==> config.mk <==
export PLATFORM = sky130hd
export DESIGN_NAME = sync_burst_sram
export DESIGN_NICKNAME = d
export VERILOG_FILES = /design/src/rtl/sbs_pkg.sv /design/src/rtl/sbs_cmd_decode.sv /design/src/rtl/sbs_burst_addr.sv /design/src/rtl/sbs_mem.sv /design/src/rtl/sync_burst_sram.sv
export SDC_FILE = /design/constraint.sdc
export NUM_CORES = 2
export LEC_CHECK = 0
export BUFFER_PORTS_ARGS = -buffer_cell sky130_fd_sc_hd__buf_2
export CAP_MARGIN = 20
export CORE_ASPECT_RATIO = 1.5
export CORE_UTILIZATION = 60
export DETAILED_ROUTE_END_ITERATION = 6
export GPL_ROUTABILITY_DRIVEN = 0
export GPL_TIMING_DRIVEN = 1
export PLACE_DENSITY = 0.82
export SLEW_MARGIN = 30
export SYNTH_ARGS = -nofsm -noshare
export SYNTH_HDL_FRONTEND = slang
export SYNTH_SLANG_ARGS = --single-unit
==> constraint.sdc <==
create_clock -name clk_i -period 7.1 [get_ports clk_i]
set_input_delay 0.71 -clock clk_i [delete_from_list [all_inputs] [get_ports clk_i]]
set_output_delay 0.71 -clock clk_i [all_outputs]
set_load 0.05 [all_outputs]
==> src/rtl/sbs_pkg.sv <==
package sbs_pkg;
  typedef enum logic [1:0] {
    CMD_DESEL = 2'd0,
    CMD_RD    = 2'd1,
    CMD_WR    = 2'd2,
    CMD_CONT  = 2'd3
  } sbs_cmd_e;
endpackage

==> src/rtl/sbs_cmd_decode.sv <==
module sbs_cmd_decode #(
  parameter int LANES = 2
) (
  input  logic              clk_i,
  input  logic              rst_ni,
  input  logic              cs1_n_i,
  input  logic              cs2_i,
  input  logic              cs3_n_i,
  input  logic              pstb_n_i,
  input  logic              cstb_n_i,
  input  logic              gwe_n_i,
  input  logic              bwe_n_i,
  input  logic [LANES-1:0]  lane_we_n_i,
  output sbs_pkg::sbs_cmd_e cmd_o,
  output logic [LANES-1:0]  lane_wr_o
);
  import sbs_pkg::*;

  logic sel;
  logic wr_act;

  assign sel = !cs1_n_i && cs2_i && !cs3_n_i;

  always_comb begin
    if (!gwe_n_i)      lane_wr_o = '1;
    else if (!bwe_n_i) lane_wr_o = ~lane_we_n_i;
    else               lane_wr_o = '0;
  end

  assign wr_act = |lane_wr_o;

  // processor strobe has priority and never writes
  always_comb begin
    if (!pstb_n_i)      cmd_o = sel ? CMD_RD : CMD_DESEL;
    else if (!cstb_n_i) cmd_o = !sel ? CMD_DESEL : (wr_act ? CMD_WR : CMD_RD);
    else                cmd_o = CMD_CONT;
  end


  sel_chk: assert property (@(posedge clk_i) disable iff (!rst_ni)
    (cmd_o == CMD_RD || cmd_o == CMD_WR) |-> (!cs1_n_i && cs2_i && !cs3_n_i));


  pstb_rd_chk: assert property (@(posedge clk_i) disable iff (!rst_ni)
    (!pstb_n_i && cmd_o != CMD_DESEL) |-> (cmd_o == CMD_RD));
endmodule

==> src/rtl/sbs_burst_addr.sv <==
module sbs_burst_addr #(
  parameter int AW = 6,
  parameter int BB = 2
) (
  input  logic          clk_i,
  input  logic          rst_ni,
  input  logic [AW-1:0] base_i,
  input  logic [BB-1:0] cnt_i,
  input  logic          lin_i,
  output logic [AW-1:0] addr_o
);
  logic [BB-1:0] off_lin;
  logic [BB-1:0] off_ilv;

  assign off_lin = base_i[BB-1:0] + cnt_i;
  assign off_ilv = base_i[BB-1:0] ^ cnt_i;
  assign addr_o  = {base_i[AW-1:BB], lin_i ? off_lin : off_ilv};


  first_beat_chk: assert property (@(posedge clk_i) disable iff (!rst_ni)
    (cnt_i == '0) |-> (addr_o == base_i));
endmodule

==> src/rtl/sbs_mem.sv <==
module sbs_mem #(
  parameter int AW    = 6,
  parameter int LANES = 2,
  parameter int LW    = 9
) (
  input  logic                clk_i,
  input  logic                rst_ni,
  input  logic [LANES-1:0]    lane_wr_i,
  input  logic [AW-1:0]       waddr_i,
  input  logic [LANES*LW-1:0] wdata_i,
  input  logic [AW-1:0]       raddr_i,
  output logic [LANES*LW-1:0] rdata_o
);
  localparam int DEPTH = 1 << AW;

  for (genvar l = 0; l < LANES; l++) begin : g_lane
    logic [LW-1:0] lane_mem [DEPTH];

    always_ff @(posedge clk_i or negedge rst_ni) begin
      if (!rst_ni) begin
        for (int i = 0; i < DEPTH; i++) lane_mem[i] <= '0;
      end else if (lane_wr_i[l]) begin
        lane_mem[waddr_i] <= wdata_i[l*LW +: LW];
      end
    end

    assign rdata_o[l*LW +: LW] = lane_mem[raddr_i];
  end
endmodule

==> src/rtl/sync_burst_sram.sv <==
module sync_burst_sram #(
  parameter int AW    = 6,
  parameter int LANES = 2,
  parameter int LW    = 9
) (
  input  logic                clk_i,
  input  logic                rst_ni,
  input  logic                cs1_n_i,
  input  logic                cs2_i,
  input  logic                cs3_n_i,
  input  logic                pstb_n_i,
  input  logic                cstb_n_i,
  input  logic                adv_n_i,
  input  logic                gwe_n_i,
  input  logic                bwe_n_i,
  input  logic [LANES-1:0]    lane_we_n_i,
  input  logic                lin_mode_i,
  input  logic                oe_n_i,
  input  logic                sleep_i,
  input  logic [AW-1:0]       addr_i,
  input  logic [LANES*LW-1:0] wdata_i,
  output logic [LANES*LW-1:0] rdata_o,
  output logic                rdata_oe_o
);
  import sbs_pkg::*;

  localparam int DW = LANES * LW;
  localparam int BB = 2;

  sbs_cmd_e         cmd;
  logic [LANES-1:0] lane_wr;
  logic             act_q, op_wr_q;
  logic [AW-1:0]    base_q;
  logic [BB-1:0]    cnt_q;
  logic             rd_vld_q, drive_q;
  logic [AW-1:0]    rd_addr_q;
  logic [DW-1:0]    dout_q, mem_rdata;

  logic             start, cont;
  logic [AW-1:0]    base_use, acc_addr;
  logic [BB-1:0]    cnt_use;
  logic             acc_rd, acc_wr;
  logic [LANES-1:0] mem_lane_wr;

  sbs_cmd_decode #(.LANES(LANES)) u_dec (
    .clk_i      (clk_i),
    .rst_ni     (rst_ni),
    .cs1_n_i    (cs1_n_i),
    .cs2_i      (cs2_i),
    .cs3_n_i    (cs3_n_i),
    .pstb_n_i   (pstb_n_i),
    .cstb_n_i   (cstb_n_i),
    .gwe_n_i    (gwe_n_i),
    .bwe_n_i    (bwe_n_i),
    .lane_we_n_i(lane_we_n_i),
    .cmd_o      (cmd),
    .lane_wr_o  (lane_wr)
  );

  assign start    = (cmd == CMD_RD) || (cmd == CMD_WR);
  assign cont     = (cmd == CMD_CONT) && act_q;
  assign base_use = start ? addr_i : base_q;
  assign cnt_use  = start ? '0 : (adv_n_i ? cnt_q : cnt_q + 1'b1);

  sbs_burst_addr #(.AW(AW), .BB(BB)) u_addr (
    .clk_i (clk_i),
    .rst_ni(rst_ni),
    .base_i(base_use),
    .cnt_i (cnt_use),
    .lin_i (lin_mode_i),
    .addr_o(acc_addr)
  );

  assign acc_rd      = !sleep_i && ((cmd == CMD_RD) || (cont && !op_wr_q));
  assign acc_wr      = !sleep_i && ((cmd == CMD_WR) || (cont && op_wr_q));
  assign mem_lane_wr = lane_wr & {LANES{acc_wr}};

  sbs_mem #(.AW(AW), .LANES(LANES), .LW(LW)) u_mem (
    .clk_i    (clk_i),
    .rst_ni   (rst_ni),
    .lane_wr_i(mem_lane_wr),
    .waddr_i  (acc_addr),
    .wdata_i  (wdata_i),
    .raddr_i  (rd_addr_q),
    .rdata_o  (mem_rdata)
  );

  always_ff @(posedge clk_i or negedge rst_ni) begin
    if (!rst_ni) begin
      act_q     <= 1'b0;
      op_wr_q   <= 1'b0;
      base_q    <= '0;
      cnt_q     <= '0;
      rd_vld_q  <= 1'b0;
      rd_addr_q <= '0;
      drive_q   <= 1'b0;
      dout_q    <= '0;
    end else if (!sleep_i) begin
      case (cmd)
        CMD_DESEL: act_q <= 1'b0;
        CMD_RD, CMD_WR: begin
          act_q   <= 1'b1;
          op_wr_q <= (cmd == CMD_WR);
          base_q  <= addr_i;
          cnt_q   <= '0;
        end
        default: if (act_q) cnt_q <= cnt_use;
      endcase
      rd_vld_q  <= acc_rd;
      rd_addr_q <= acc_addr;
      drive_q   <= rd_vld_q;
      dout_q    <= mem_rdata;
    end
  end

  assign rdata_oe_o = drive_q && !oe_n_i;
  assign rdata_o    = rdata_oe_o ? dout_q : '0;


  desel_float_chk: assert property (@(posedge clk_i) disable iff (!rst_ni)
    (cmd == CMD_DESEL && !sleep_i) |=> !rd_vld_q);


  pipe_chk: assert property (@(posedge clk_i) disable iff (!rst_ni)
    (rd_vld_q && !sleep_i) |=> drive_q);


  no_adv_chk: assert property (@(posedge clk_i) disable iff (!rst_ni)
    (cmd == CMD_CONT && act_q && adv_n_i && !sleep_i) |=> $stable(cnt_q));


  sleep_hold_chk: assert property (@(posedge clk_i) disable iff (!rst_ni)
    sleep_i |=> ($stable(base_q) && $stable(cnt_q) && $stable(act_q) && $stable(drive_q)));
endmodule

# Word level (Yosys, flattened, before mapping)
# Index checks and enable logic that the tools add are counted.
dict set report word_totals {
  reg_bits 1188
  input_bits 39
  output_inout_bits 19
  wordCells 201
}
dict set report op_classes {
  add_sub_neg 2
  order_cmp 3
  n_eq_ne 3
  muxes 25
  n_bitwise 7
  reduce_logical 25
}
# cell count
set ops {}
lappend ops {{576-bit bitwise mux} 2}
lappend ops {{9-bit binary-select mux with 6-bit select} 2}
lappend ops {{9-bit demux with 6-bit select} 1}
lappend ops {{9-bit two-way mux} 5}
lappend ops {{2-bit two-way mux} 10}
lappend ops {{18-bit two-way mux} 1}
lappend ops {{7-bit greater-or-equal comparator, second input constant} 2}
lappend ops {{6-bit inverter with 7-bit output} 2}
lappend ops {{1-bit logical AND} 9}
lappend ops {{7-bit by 1-bit < comparator with 1-bit output, second input constant} 1}
lappend ops {{6-bit two-way mux} 1}
lappend ops {{1-bit zero test} 5}
lappend ops {{2-bit == test, second input constant} 2}
lappend ops {{2-bit case mux with 2 select lines} 1}
lappend ops {{2-bit AND reduction} 2}
lappend ops {{2-bit nonzero test} 2}
lappend ops {{2-bit OR reduction} 2}
lappend ops {{1-bit logical OR} 3}
lappend ops {{3-bit AND reduction} 1}
lappend ops {{2-bit by 1-bit adder with 2-bit output, second input constant} 1}
lappend ops {{2-bit adder} 1}
lappend ops {{2-bit AND} 1}
lappend ops {{2-bit by 1-bit == test with 1-bit output, second input constant} 1}
lappend ops {{2-bit zero test} 1}
lappend ops {{5 further kinds} 6}

# Logic depth before layout (Yosys ltp)
dict set report depth {
  depth_word 19
  ltp_mapped 17
  ltp_nobuf 13
}

# By module
# A second synthesis with hierarchy kept.
dict set report hier_totals {
  cells_unflattened 3595
  hier_area_um2 54790.0
}
# module instances cells_each area_per_inst_um2 seq_area_each_um2
set modules_own_cells {}
lappend modules_own_cells {sbs_mem 1 3444 52889.5 28827.6}
lappend modules_own_cells {sync_burst_sram 1 133 1773.0 900.9}
lappend modules_own_cells {sbs_burst_addr 1 8 63.8 0.0}
lappend modules_own_cells {sbs_cmd_decode 1 10 63.8 0.0}

# Worst setup path before layout
# OpenSTA, ideal clock, no wires.
dict set report synth_path {
  kind {input to register}
  start {input bwe_n_i}
  end {register u_mem.g_lane[1].lane_mem[0] in the netlist's numbering}
  setup_ns 0.125
  t_arrival_ns 4.184
  required_time_ns 6.975
  path_slack_ns 2.791
  cell_stages 16
  path_buffers 5
  cell_sequence {o21ai_0 o21ai_0 o21a_1 ha_1 buf_6 buf_6 buf_4 mux2_2 ha_1 nand2_1 xnor2_1 nand3_1 buf_2 buf_4 a211oi_2 mux2_2}
}
dict set report synth_between {
  elab_chain_cells 18
  word_cells_on_any_way 28
  cone_classes {1 x add/sub; 2 x order compare; 3 x eq/ne; 12 x mux; 3 x bitwise; 7 x reduce/logical}
}
# element line_no
set synth_lines {}
lappend synth_lines {{start: declaration} sync_burst_sram.sv:15} ;# input logic bwe_n_i,
lappend synth_lines {{2-bit two-way mux (*)} sbs_cmd_decode.sv:26} ;# else if (!bwe_n_i) lane_wr_o = ~lane_we_n_i;
lappend synth_lines {{2-bit two-way mux (*)} sbs_cmd_decode.sv:25} ;# if (!gwe_n_i) lane_wr_o = '1;
lappend synth_lines {{2-bit OR reduction} sbs_cmd_decode.sv:30} ;# assign wr_act = |lane_wr_o;
lappend synth_lines {{2-bit two-way mux (3 in series)} sbs_cmd_decode.sv:35} ;# else if (!cstb_n_i) cmd_o = !sel ? CMD_DESEL : (wr_act ? CMD_WR : CMD_RD);
lappend synth_lines {{2-bit two-way mux} sbs_cmd_decode.sv:34} ;# if (!pstb_n_i) cmd_o = sel ? CMD_RD : CMD_DESEL;
lappend synth_lines {{2-bit by 1-bit == test with 1-bit output / 2-bit == test (equally long branches)} {sync_burst_sram.sv:60, sync_burst_sram.sv:75}}
lappend synth_lines {{1-bit logical OR} sync_burst_sram.sv:60} ;# assign start = (cmd == CMD_RD) || (cmd == CMD_WR);
lappend synth_lines {{6-bit two-way mux / 2-bit two-way mux (equally long branches)} {sync_burst_sram.sv:62, sync_burst_sram.sv:63}}
lappend synth_lines {{2-bit adder / 2-bit bitwise XOR (equally long branches)} {sbs_burst_addr.sv:15, sbs_burst_addr.sv:16}}
lappend synth_lines {{2-bit two-way mux} sbs_burst_addr.sv:17} ;# assign addr_o = {base_i[AW-1:BB], lin_i ? off_lin : off_ilv};
lappend synth_lines {{6-bit inverter with 7-bit output (not written as such)} sbs_mem.sv:23} ;# lane_mem[waddr_i] <= wdata_i[l*LW +: LW];
lappend synth_lines {{7-bit greater-or-equal comparator (not written as such) / 7-bit by 1-bit < comparator with 1-bit output (equally long branches)} sbs_mem.sv:23}
lappend synth_lines {{1-bit logical AND (not written as such)} sbs_mem.sv:23}
lappend synth_lines {{9-bit two-way mux (not written as such)} sbs_mem.sv:23}
lappend synth_lines {{9-bit demux with 6-bit select} sbs_mem.sv:23}
lappend synth_lines {{576-bit bitwise mux} sbs_mem.sv:23}
lappend synth_lines {{end signal: indexed assignment} sbs_mem.sv:23}
lappend synth_lines {{end: declaration} sbs_mem.sv:17} ;# logic [LW-1:0] lane_mem [DEPTH];
# Every way passes the cells marked *; elsewhere a longest branch is shown, timed or not.
# A chain may end at the register's enable or synchronous reset.

# Final worst setup path
dict set report layout_path {
  start {input bwe_n_i}
  end {register u_mem.g_lane[0].lane_mem[506] in the netlist's numbering}
}
dict set report layout_between {
  elab_chain_cells 18
  word_cells_on_any_way 28
  cone_classes {1 x add/sub; 2 x order compare; 3 x eq/ne; 12 x mux; 3 x bitwise; 7 x reduce/logical}
}
# element line_no
set layout_lines {}
lappend layout_lines {{2-bit two-way mux (*)} sbs_cmd_decode.sv:26}
lappend layout_lines {{2-bit two-way mux (*)} sbs_cmd_decode.sv:25}
lappend layout_lines {{2-bit OR reduction} sbs_cmd_decode.sv:30}
lappend layout_lines {{2-bit two-way mux (3 in series)} sbs_cmd_decode.sv:35}
lappend layout_lines {{2-bit two-way mux} sbs_cmd_decode.sv:34}
lappend layout_lines {{2-bit by 1-bit == test with 1-bit output / 2-bit == test (equally long branches)} {sync_burst_sram.sv:60, sync_burst_sram.sv:75}}
lappend layout_lines {{1-bit logical OR} sync_burst_sram.sv:60}
lappend layout_lines {{6-bit two-way mux / 2-bit two-way mux (equally long branches)} {sync_burst_sram.sv:62, sync_burst_sram.sv:63}}
lappend layout_lines {{2-bit adder / 2-bit bitwise XOR (equally long branches)} {sbs_burst_addr.sv:15, sbs_burst_addr.sv:16}}
lappend layout_lines {{2-bit two-way mux} sbs_burst_addr.sv:17}
lappend layout_lines {{6-bit inverter with 7-bit output (not written as such)} sbs_mem.sv:23}
lappend layout_lines {{7-bit greater-or-equal comparator (not written as such) / 7-bit by 1-bit < comparator with 1-bit output (equally long branches)} sbs_mem.sv:23}
lappend layout_lines {{1-bit logical AND (not written as such)} sbs_mem.sv:23}
lappend layout_lines {{9-bit two-way mux (not written as such)} sbs_mem.sv:23}
lappend layout_lines {{9-bit demux with 6-bit select} sbs_mem.sv:23}
lappend layout_lines {{576-bit bitwise mux} sbs_mem.sv:23}
lappend layout_lines {{end signal: indexed assignment} sbs_mem.sv:23}
lappend layout_lines {{end: declaration} sbs_mem.sv:17}
# Marked as above.

==> out/metrics.cfg <==
[status]
status = complete, but fails checks
violations = negative hold slack

[setup_path]
crit_fanout = 34
required_ns = 7.69
r2r_start = cnt_q[0]
crit_slowest_cell = a211oi_2
end_kind = register
r2r-end = u_mem.g_lane[0].lane_mem[506]
ff2ff_path_depth = 9
cp.arrival_ns = 5.57
path_class = in -> reg
start_kind = primary input
path_cells = buf_2, o21ai_0, o21ai_0, o21a_1, ha_1, buf_4, inv_1, nor2_1, ha_1, nand2_1, xnor2_1, nand3_4, buf_4, a211oi_2, mux2_2
reg2reg_slack_ns = 3.22
slowest_delay_ns = 0.74

[global_route]
use_met2_pct = 48.62
grt_pass1_wl_mm = 212.0
antenna_found_initial = 6
grt_usage_pct = 29.54
use_met1_pct = 37.65
grt-busiest-layer = met2
grt_pass1_vias = 35325
gr-total-overflow = 0
met3_usage_pct = 4.560
grt_max_degree = 194

[placement]
port_buffers = 57
place_inst = 4789
post-dp-hpwl_mm = 84.52

[sta]
max_slew.worst_pin.slew_ns = 0.9921
fin_crit_sh_pct = 70.04
finalSetupTns_ns = 0
slew_viol_final = 0
fin_crit_ns = 4.973
holdWs_ns = -0.01620
timing.final.hold_violations = 7
max_freq_ghz = 0.2011
skew_ns = 0.02071
rsz0062_at_grt = false
maxSlewHeadroom_pct = 33.51
setup-violations-final = 0

[routing]
vias_per_cell = 6.625
drt-total-wl_mm = 135.3
num_vias = 33073
wl_per_cell_um = 27.11
dr.pass1.iters = 5
drt_iter0_markers = 2531
route.antenna.remaining_nets = 0
drcViolationCount = 0

[floorplan]
design.core.area_um2 = 91720
ios = 58
die_area_um2 = 93890
initial_core_util_pct = 60.61
dieHeight_um = 374.8
die-width_um = 250.5
fp-row-count = 136

[pwr]
ir_drop_mv = 0.3005
powerDensity_nw_per_um2 = 308.8
leakagePower_uw = 0.02932

[synthesis]
syn_inst = 3793
yosysUniqueCellTypes = 47
synthesis.area_um2 = 55590
yosysWarnings = 0
synth_area_leaders = dfrtp_1, mux2_2, mux4_2, mux2i_1, a22oi_1
synth_top_area_share_pct = 53.48
synth.net_count = 3836
ys_seq_area_share_pct = 53.48
async_flop_share_pct = 100.0
synth_ff_type = dfrtp_1
syn_avg_cell_area_um2 = 14.65
synth_top_area_cell = dfrtp_1
synth_edf_count = 0
ys_ff_latch = 1188

[layout]
drive_gt1_share_pct = 45.68
fillers = 6294
multi_input_area_um2 = 24730
final_nets = 3770
final-seq-area_um2 = 29740
area_growth_pct = 8.977
stdcell_count = 4992

[clock_network]
root_buffer = clkbuf_16
cts_setup_buffers = 0
postCtsHoldBufs = 0
clk_pin_slew_ns = 0.06
cts_tree = done
clk_path_buf_depth = 3
worstSkewPairLatency_ns = 0.72
cts_made_buffers = 107
cts_resized = 0
h-tree-depth = 3
clock-sinks = 1188

[hold_path]
hp-class = in -> async

[flow_run]
cap_viol_max_count = 0

==> metrics by stage <==
stage	utilization [%]	setup slack [ns]	total power [uW]	cell area (um2)	hold WS [ns]
after floorplan	-	2.791	11320	55590	0.4144
after global placement	61.91	1.538	12570	56780	0.4705
after detailed placement	61.97	1.427	12730	56830	0.4786
after CTS	65.97	2.181	18740	60510	0.03851
after global routing	66.04	1.820	19390	60570	0.04135
final	66.05	2.127	18710	60580	-0.01620
==> registers in the layout, indices dropped and copies added (netlist names) <==
name                   count
u_mem.g_lane.lane_mem   1152
act_q                      1
base_q                     6
drive_q                    1
rd_vld_q                   1
rd_addr_q                  6
op_wr_q                    1
cnt_q                      2
dout_q                    18
==> worst max-delay path, delay by kind of cell <==
family	cells	cell delay [ns]
buffers and inverters	4	1.24
muxes	1	0.42
adders and majority gates	2	0.44
and+or+nand+nor	3	0.84
AOI/OAI and AO/OA	4	1.42
xor gates and xnor gates	1	0.42
==> cell type report <==
cell class,count,area share (%)
flip-flops and latches,1188,49.09
inverters,7,0.04338
multi-input cells,2301,40.82
well taps,1173,2.423
clock inverters,43,0.8303
clock buffers,155,5.234
diodes,3,0.01239
repair buffers,122,1.549
==> metal layers <==
metal	part of all wire (%)	wire (um)	up-vias
met4	5.6	7597	6
li1	-	-	14086
met3	5.4	7309	311
met5	0.028	38	-
met1	39	52820	17645
met2	50	67550	1025
==> placed cells by master, fill, tap and decap left out, drive strengths merged, types with 33 or more instances in the layout <==
master / Yosys / routed
nor2: 44 / 44
buf: 107 / 122
o22ai: 54 / 54
a22oi: 144 / 144
nand2: 79 / 79
nand4: 50 / 50
clkbuf: 190 / 155
mux4: 144 / 144
mux2i: 294 / 294
dfrtp: 1188 / 1188
nand3: 44 / 44
mux2: 1170 / 1170
nor4: 33 / 33
o21ai: 49 / 49
a211oi: 33 / 33
==> cells by family (layout without fill, tap and decap cells) <==
group | Yosys count | after routing | share of synthesized area (%)
adder cells (fa/ha/maj) | 4 | 4 | 0.09004
multiplexers | 1608 | 1608 | 34.83
other | 0 | 3 | 0
AO/OA/AOI/OAI | 362 | 362 | 5.301
XOR/XNOR | 5 | 5 | 0.07880
buffers and inverters | 304 | 327 | 2.262
flip-flops | 1188 | 1188 | 53.48
AND/OR/NAND/NOR | 322 | 322 | 3.955
==> how the worst max path moves through the flow <==
stage	from	endpoint	slack [ns]	depth (start not counted)
2_1_floorplan	bwe_n_i	u_mem.g_lane[1].lane_mem[0]	2.79	16
3_3_place_gp	bwe_n_i	u_mem.g_lane[0].lane_mem[326]	1.54	15
3_5_place_dp	bwe_n_i	u_mem.g_lane[0].lane_mem[331]	1.43	15
4_1_cts	bwe_n_i	u_mem.g_lane[0].lane_mem[506]	2.18	15
5_1_grt	bwe_n_i	u_mem.g_lane[0].lane_mem[331]	1.82	15
6_report	bwe_n_i	u_mem.g_lane[0].lane_mem[506]	2.13	15
==> power breakdown <==
group	switching, uW	internal (uW)	total [uW]
Sequential	553	7590	8150
Clock	2590	3430	6030
Combinational	2770	1760	4530
Total	5920	12800	18700
==> cell usage after synthesis (3+ instances only) <==
| cell | count |
|---|---|
| a211oi_2 | 16 |
| a22oi_1 | 144 |
| mux4_2 | 144 |
| nor3_1 | 21 |
| dfrtp_1 | 1188 |
| nor4_4 | 32 |
| buf_2 | 51 |
| nand3_1 | 44 |
| and2_1 | 20 |
| nand3b_1 | 3 |
| o211ai_2 | 32 |
| buf_4 | 10 |
| nand2b_1 | 3 |
| xnor2_1 | 3 |
| ha_1 | 4 |
| o22ai_1 | 54 |
| nor2_1 | 44 |
| mux2i_1 | 294 |
| nand2_1 | 79 |
| buf_1 | 44 |
| inv_1 | 7 |
| nor3b_1 | 4 |
| clkbuf_1 | 190 |
| nand4_1 | 42 |
| a21oi_1 | 28 |
| a221o_1 | 18 |
| nor2b_1 | 6 |
| mux2_2 | 1170 |
| a211oi_4 | 16 |
| and3b_1 | 3 |
| o21ai_0 | 48 |
| nand4_2 | 8 |
Power figures use the tool's default switching activity.
